**src/rtl/pio_pkg.sv**
```systemverilog
package pio_pkg;

    localparam int ADDR_W    = 25;
    localparam int PAGE_LSB  = 12;
    localparam int PAGE_W    = ADDR_W - PAGE_LSB;
    localparam int NODE_W    = 3;
    localparam int LINK_W    = 2;
    localparam int LEGACY_W  = 16;
    localparam int DATA_W    = 32;

    localparam logic [LINK_W-1:0] LINK_RSVD = '1;

    typedef struct packed {
        logic [PAGE_W-1:0] page;
        logic              isa_en;
        logic              vga_en;
        logic              wr_en;
        logic              rd_en;
    } pio_base_t;

    typedef struct packed {
        logic [PAGE_W-1:0] page;
        logic [LINK_W-1:0] link;
        logic [NODE_W-1:0] node;
    } pio_limit_t;

    typedef struct packed {
        logic              hit;
        logic [NODE_W-1:0] node;
        logic [LINK_W-1:0] link;
    } pio_route_t;

    function automatic pio_base_t unpack_base(input logic [DATA_W-1:0] w);
        pio_base_t b;
        b.page   = w[PAGE_LSB +: PAGE_W];
        b.isa_en = w[5];
        b.vga_en = w[4];
        b.wr_en  = w[1];
        b.rd_en  = w[0];
        return b;
    endfunction

    function automatic pio_limit_t unpack_limit(input logic [DATA_W-1:0] w);
        pio_limit_t l;
        l.page = w[PAGE_LSB +: PAGE_W];
        l.link = w[5:4];
        l.node = w[2:0];
        return l;
    endfunction

    function automatic logic [DATA_W-1:0] pack_base(input pio_base_t b);
        logic [DATA_W-1:0] w;
        w = '0;
        w[PAGE_LSB +: PAGE_W] = b.page;
        w[5] = b.isa_en;
        w[4] = b.vga_en;
        w[1] = b.wr_en;
        w[0] = b.rd_en;
        return w;
    endfunction

    function automatic logic [DATA_W-1:0] pack_limit(input pio_limit_t l);
        logic [DATA_W-1:0] w;
        w = '0;
        w[PAGE_LSB +: PAGE_W] = l.page;
        w[5:4] = l.link;
        w[2:0] = l.node;
        return w;
    endfunction

    // Address lies in the legacy first-64K region
    function automatic logic in_legacy(input logic [ADDR_W-1:0] a);
        return a[ADDR_W-1:LEGACY_W] == '0;
    endfunction

    // Classic display adapter port windows within each 1K block
    function automatic logic display_port(input logic [9:0] lo);
        return ((lo >= 10'h3B0) && (lo <= 10'h3BB)) ||
               ((lo >= 10'h3C0) && (lo <= 10'h3DF));
    endfunction

    // Upper 768 bytes of a 1K block are ISA aliases
    function automatic logic isa_alias(input logic [ADDR_W-1:0] a);
        return in_legacy(a) && (a[9:8] != 2'b00);
    endfunction

endpackage

```
**src/rtl/pio_regfile.sv**
```systemverilog
module pio_regfile
    import pio_pkg::*;
#(
    parameter int NUM_PAIRS = 4,
    localparam int SEL_W    = $clog2(NUM_PAIRS) + 1
) (
    input  logic              clk,
    input  logic              rst,
    input  logic              cfg_we,
    input  logic [SEL_W-1:0]  cfg_addr,
    input  logic [DATA_W-1:0] cfg_wdata,
    output logic [DATA_W-1:0] cfg_rdata,
    output pio_base_t         base_q  [NUM_PAIRS],
    output pio_limit_t        limit_q [NUM_PAIRS]
);

    localparam int PAIR_W = SEL_W - 1;

    logic [PAIR_W-1:0] sel_pair;
    logic              sel_limit;

    assign sel_pair  = cfg_addr[SEL_W-1:1];
    assign sel_limit = cfg_addr[0];

    for (genvar p = 0; p < NUM_PAIRS; p++) begin : g_pair
        always_ff @(posedge clk) begin
            if (rst) begin
                base_q[p]  <= '0;
                limit_q[p] <= '0;
            end else if (cfg_we && (sel_pair == PAIR_W'(p))) begin
                if (sel_limit) limit_q[p] <= unpack_limit(cfg_wdata);
                else           base_q[p]  <= unpack_base(cfg_wdata);
            end
        end
    end

    always_comb begin
        cfg_rdata = '0;
        for (int p = 0; p < NUM_PAIRS; p++) begin
            if (sel_pair == PAIR_W'(p)) begin
                cfg_rdata = sel_limit ? pack_limit(limit_q[p]) : pack_base(base_q[p]);
            end
        end
    end

endmodule

```
**src/rtl/pio_pair_match.sv**
```systemverilog
module pio_pair_match
    import pio_pkg::*;
(
    input  logic [ADDR_W-1:0] io_addr,
    input  logic              io_write,
    input  pio_base_t         base,
    input  pio_limit_t        limit,
    output logic              match
);

    logic [PAGE_W-1:0] page;
    logic              allowed;
    logic              in_range;
    logic              legacy_disp;
    logic              alias_block;

    assign page        = io_addr[ADDR_W-1:PAGE_LSB];
    assign allowed     = (io_write ? base.wr_en : base.rd_en) && (limit.link != LINK_RSVD);
    assign in_range    = (page >= base.page) && (page <= limit.page);
    assign legacy_disp = base.vga_en && in_legacy(io_addr) && display_port(io_addr[9:0]);
    assign alias_block = base.isa_en && isa_alias(io_addr);

    assign match = allowed && (legacy_disp || (in_range && !alias_block));

endmodule

```
**src/rtl/pio_pick.sv**
```systemverilog
module pio_pick
    import pio_pkg::*;
#(
    parameter int NUM_PAIRS = 4
) (
    input  logic [NUM_PAIRS-1:0] pair_hit,
    input  pio_limit_t           limit_q [NUM_PAIRS],
    output pio_route_t           route
);

    always_comb begin
        route = '0;
        for (int p = NUM_PAIRS - 1; p >= 0; p--) begin
            if (pair_hit[p]) begin
                route.hit  = 1'b1;
                route.node = limit_q[p].node;
                route.link = limit_q[p].link;
            end
        end
    end

endmodule

```
**src/rtl/pio_route_decoder.sv**
```systemverilog
module pio_route_decoder
    import pio_pkg::*;
#(
    parameter int NUM_PAIRS = 4,
    localparam int SEL_W    = $clog2(NUM_PAIRS) + 1
) (
    input  logic              clk,
    input  logic              rst,
    input  logic              cfg_we,
    input  logic [SEL_W-1:0]  cfg_addr,
    input  logic [31:0]       cfg_wdata,
    output logic [31:0]       cfg_rdata,
    input  logic              req_valid,
    input  logic              io_write,
    input  logic [24:0]       io_addr,
    output logic              dec_hit,
    output logic [2:0]        dec_node,
    output logic [1:0]        dec_link
);

    pio_base_t            base_q  [NUM_PAIRS];
    pio_limit_t           limit_q [NUM_PAIRS];
    logic [NUM_PAIRS-1:0] pair_hit;
    pio_route_t           route_d;
    pio_route_t           route_q;

    pio_regfile #(.NUM_PAIRS(NUM_PAIRS)) u_regs (
        .clk       (clk),
        .rst       (rst),
        .cfg_we    (cfg_we),
        .cfg_addr  (cfg_addr),
        .cfg_wdata (cfg_wdata),
        .cfg_rdata (cfg_rdata),
        .base_q    (base_q),
        .limit_q   (limit_q)
    );

    for (genvar p = 0; p < NUM_PAIRS; p++) begin : g_match
        pio_pair_match u_match (
            .io_addr  (io_addr),
            .io_write (io_write),
            .base     (base_q[p]),
            .limit    (limit_q[p]),
            .match    (pair_hit[p])
        );
    end

    pio_pick #(.NUM_PAIRS(NUM_PAIRS)) u_pick (
        .pair_hit (pair_hit),
        .limit_q  (limit_q),
        .route    (route_d)
    );

    always_ff @(posedge clk) begin
        if (rst || !req_valid) route_q <= '0;
        else                   route_q <= route_d;
    end

    assign dec_hit  = route_q.hit;
    assign dec_node = route_q.node;
    assign dec_link = route_q.link;

endmodule

```
**config.mk**
```make
export PLATFORM = sky130hd
export DESIGN_NAME = pio_route_decoder
export DESIGN_NICKNAME = d
export VERILOG_FILES = /design/src/rtl/pio_pkg.sv /design/src/rtl/pio_regfile.sv /design/src/rtl/pio_pair_match.sv /design/src/rtl/pio_pick.sv /design/src/rtl/pio_route_decoder.sv
export SDC_FILE = /design/constraint.sdc
export NUM_CORES = 1
export LEC_CHECK = 0
export BUFFER_PORTS_ARGS = -buffer_cell sky130_fd_sc_hd__buf_4
export CORE_AREA = 3 3 128 130
export CTS_BUF_LIST = sky130_fd_sc_hd__clkbuf_8
export DETAILED_ROUTE_END_ITERATION = 7
export DIE_AREA = 0 0 131 133
export PLACE_DENSITY_LB_ADDON = 0.08
export SKIP_LAST_GASP = 1
export SLEW_MARGIN = 20
export SYNTH_ARGS = -nofsm -noshare
export SYNTH_HDL_FRONTEND = slang
export SYNTH_SLANG_ARGS = --single-unit
```
**constraint.sdc**
```tcl
create_clock -name clk -period 2.75 [get_ports clk]
set_input_delay 0.275 -clock clk [delete_from_list [all_inputs] [get_ports clk]]
set_output_delay 0.275 -clock clk [all_outputs]
set_load 0.01 [all_outputs]
```
==> flow_summary.toml <==
[drt]
ant_nets = 0
highest-signal-layer = "met4"
wl_met1_um = 12200
drtPass1Iterations = 5
drc = 0
drtIter0Drc = 879
post_drt_wl_per_cell_um = 20.0
wl_um = 28600
dr_wl_met3_um = 2750
vias_per_cell = 5.94
num_vias = 8485
dr_wl_met2_um = 12900

[synth]
synth_top_cell_area_share_pct = 31.8
async_flop_share_pct = 0
yosys_register_bits = 146
synthTopCellsByCount = "312 x nand2_1, 174 x a21oi_1, 146 x dfxtp_1, 104 x ha_1, 101 x inv_1"
synth_edf_count = 0
synth_top_area_cell = "dfxtp_1"
synth.most_common_cell = "nand2_1"
yosysUniqueCellTypes = 58
syn_area_um2 = 9180
synth_area_leaders = "dfxtp_1 32%, ha_1 14%, nand2_1 13%"
synthFlopType = "dfxtp_1"
ys_warn_count = 0
synthCells = 1149
synth.avg_cell_area_um2 = 7.99
yosysSeqAreaShare_pct = 31.8

[cells_and_area]
area_growth_pct = 12.6
drive_gt1_share_pct = 16.0
final_net_count = 1373
diodes = 0

[setup_path]
critPathLaunch = "u_regs.limit_q[51]$_SDFFE_PP0P_"
r2r_setup_slack_ns = 0.09
r2r_cells = 9
cp.arrival_ns = 3.01
endpoint_kind = "flip-flop"
path_max_fanout = 7
crit_path_start_kind = "flip-flop"
crit_path_end = "dec_node[2]$_SDFF_PP0_"
worst-setup-path-type = "flip-flop to flip-flop"
critPathRequiredTime_ns = 3.10
r2r_start = "u_regs.limit_q[51]$_SDFFE_PP0P_"
regToRegEndpoint = "dec_node[2]$_SDFF_PP0_"

[floorplan]
fp-row-count = 45
start_util_pct = 60.2
coreArea_um2 = 15300
fp.dieW_um = 131
io_pins = 103
dieArea_um2 = 17400
die_y_um = 133

[placement]
dp_worst_setup_slack_ns = 0.0970
portBuffers = 70
gp_congestion = 0.940
dp_hpwl_um = 20700

[timing]
maxSlewHeadroom_pct = 52.3
skew_ns = 0.00934
finalWorstSetupSlack_ns = 0.0911
finalCritPeriodShare_pct = 96.7
fmax_mhz = 376
min_period_ns = 2.66
finalSetupViolations = 0
finalHoldViolCount = 0
worst_slew_pin_slew_ns = 0.716
tns_ns = 0
slew_violations = 0
grt_setup_unrepaired = "no"
holdWs_ns = 0.103

[clock_network]
clk_latency_ns = 0.45
numCtsBuffers = 17
numClockSinks = 146
cts_tree = "built"
cts-resized-gates = 0
cts-root-buf = "clkbuf_8"
clk_path_buf_depth = 2
clk_pin_slew_ns = 0.09
post_cts_buffers = 0
cts_htree_levels = 4
cts_hold_buffers = 0

[grt]
grt.overflow.total = 0
grt_pass1_wl_um = 43600
grtUsageTotal_pct = 33.1
antenna_found_initial = 0
grt_max_degree = 141
grt_pass1_vias = 7840

[min_path]
hp-class = "input pin to flip-flop"

[job]
cap_violations = 0

[power]
leakage_nw = 3.80
power_density_nw_per_um2 = 457
vdd_drop_max_mv = 0.370

[run_status]
status = "completed"
through the flow:
step / util [%] / instances / cell area, um2 / total power [W]
after global placement: 65.0 / 1396 / 9920 / 0.00292
after detailed placement: 65.0 / 1396 / 9920 / 0.00293
after global routing: 67.8 / 1428 / 10300 / 0.00491
final: 67.8 / 1428 / 10300 / 0.00473
after CTS: 67.8 / 1428 / 10300 / 0.00473
after floorplan: - / 1162 / 9230 / 0.00268
where the power goes:
part	switching (W)	total [W]	internal, W	leakage [nW]
combinational	0.000429	0.000708	0.000279	2.41
sequential	0.0000325	0.00219	0.00216	1.18
clock	0.000898	0.00183	0.000932	0.206
total	0.00136	0.00473	0.00337	3.80
metal layers:
metal | up-vias | global-route usage (%)
li1 | 4012 | -
met1 | 4012 | 47.4
met2 | 399 | 49.9
met3 | 62 | 7.11
met4 | 0 | 9.89
met5 | - | 0
critical path, cell delays in order (launching register included):
cell and delay (ns):
dfxtp_1 0.36, inv_1 0.08, ha_1 0.29, and4_1 0.25, nand3_1 0.20, or2_2 0.34
a21o_2 0.25, a21oi_2 0.29, or2b_1 0.26, a32o_1 0.24
flip-flops by register name, indices dropped and copies added, names as in the netlist:
register        flops
u_regs.limit_q     72
dec_link            2
dec_hit             1
dec_node            3
u_regs.base_q      68
cell families after synthesis:
logic type               after synthesis  share of synthesized area (%)
adder cells (fa/ha/maj)              104                           14.2
AO/OA/AOI/OAI                        268                           17.0
multiplexers                          44                           9.63
buffers and inverters                182                           8.29
flip-flops                           146                           31.8
AND/OR/NAND/NOR                      404                           19.0
other                                  1                         0.0408
layout make-up:
| class | instances | area, um2 |
|---|---|---|
| clock buffer | 18 | 248 |
| clock inverter | 14 | 175 |
| fill | 1345 | 4920 |
| inverter | 101 | 379 |
| multi-input combinational | 834 | 5560 |
| sequential | 146 | 2920 |
| tap | 211 | 264 |
| timing repair buffer | 104 | 793 |
how the worst min path moves through the flow:
stage,startpoint,end,slack (ns),cells after the start
after floorplan,cfg_wdata[2],u_regs.limit_q[38]$_SDFFE_PP0P_,0.41,2
after global placement,u_regs.base_q[43]$_SDFFE_PP0P_,u_regs.base_q[43]$_SDFFE_PP0P_,0.44,2
after detailed placement,u_regs.base_q[66]$_SDFFE_PP0P_,u_regs.base_q[66]$_SDFFE_PP0P_,0.45,2
after CTS,cfg_wdata[2],u_regs.limit_q[38]$_SDFFE_PP0P_,0.08,3
after global routing,cfg_wdata[2],u_regs.limit_q[38]$_SDFFE_PP0P_,0.09,3
final,cfg_wdata[2],u_regs.limit_q[38]$_SDFFE_PP0P_,0.10,3
placed cells by master, fill, tap and decap left out, types with 4 or more instances in the layout:
| master | synthesis | layout |
|---|---|---|
| a211oi_1 | 5 | 5 |
| a21o_1 | 15 | 15 |
| a21oi_1 | 174 | 174 |
| a31oi_1 | 6 | 6 |
| and4_1 | 5 | 5 |
| buf_4 | 14 | 103 |
| clkbuf_8 | 0 | 18 |
| conb_1 | 1 | 14 |
| dfxtp_1 | 146 | 146 |
| ha_1 | 104 | 104 |
| inv_1 | 101 | 101 |
| inv_6 | 0 | 4 |
| mux2_2 | 5 | 5 |
| mux2i_1 | 4 | 4 |
| mux4_2 | 35 | 35 |
| nand2_1 | 312 | 312 |
| nand2b_1 | 8 | 8 |
| nand3_1 | 15 | 15 |
| nand4_1 | 13 | 13 |
| nor2_1 | 14 | 14 |
| nor2b_1 | 10 | 10 |
| nor3_1 | 7 | 5 |
| o211ai_1 | 4 | 4 |
| o21ai_0 | 24 | 24 |
| o31a_1 | 4 | 4 |
| o32ai_1 | 4 | 4 |
| or2_2 | 4 | 4 |
Power figures use the tool's default switching activity.
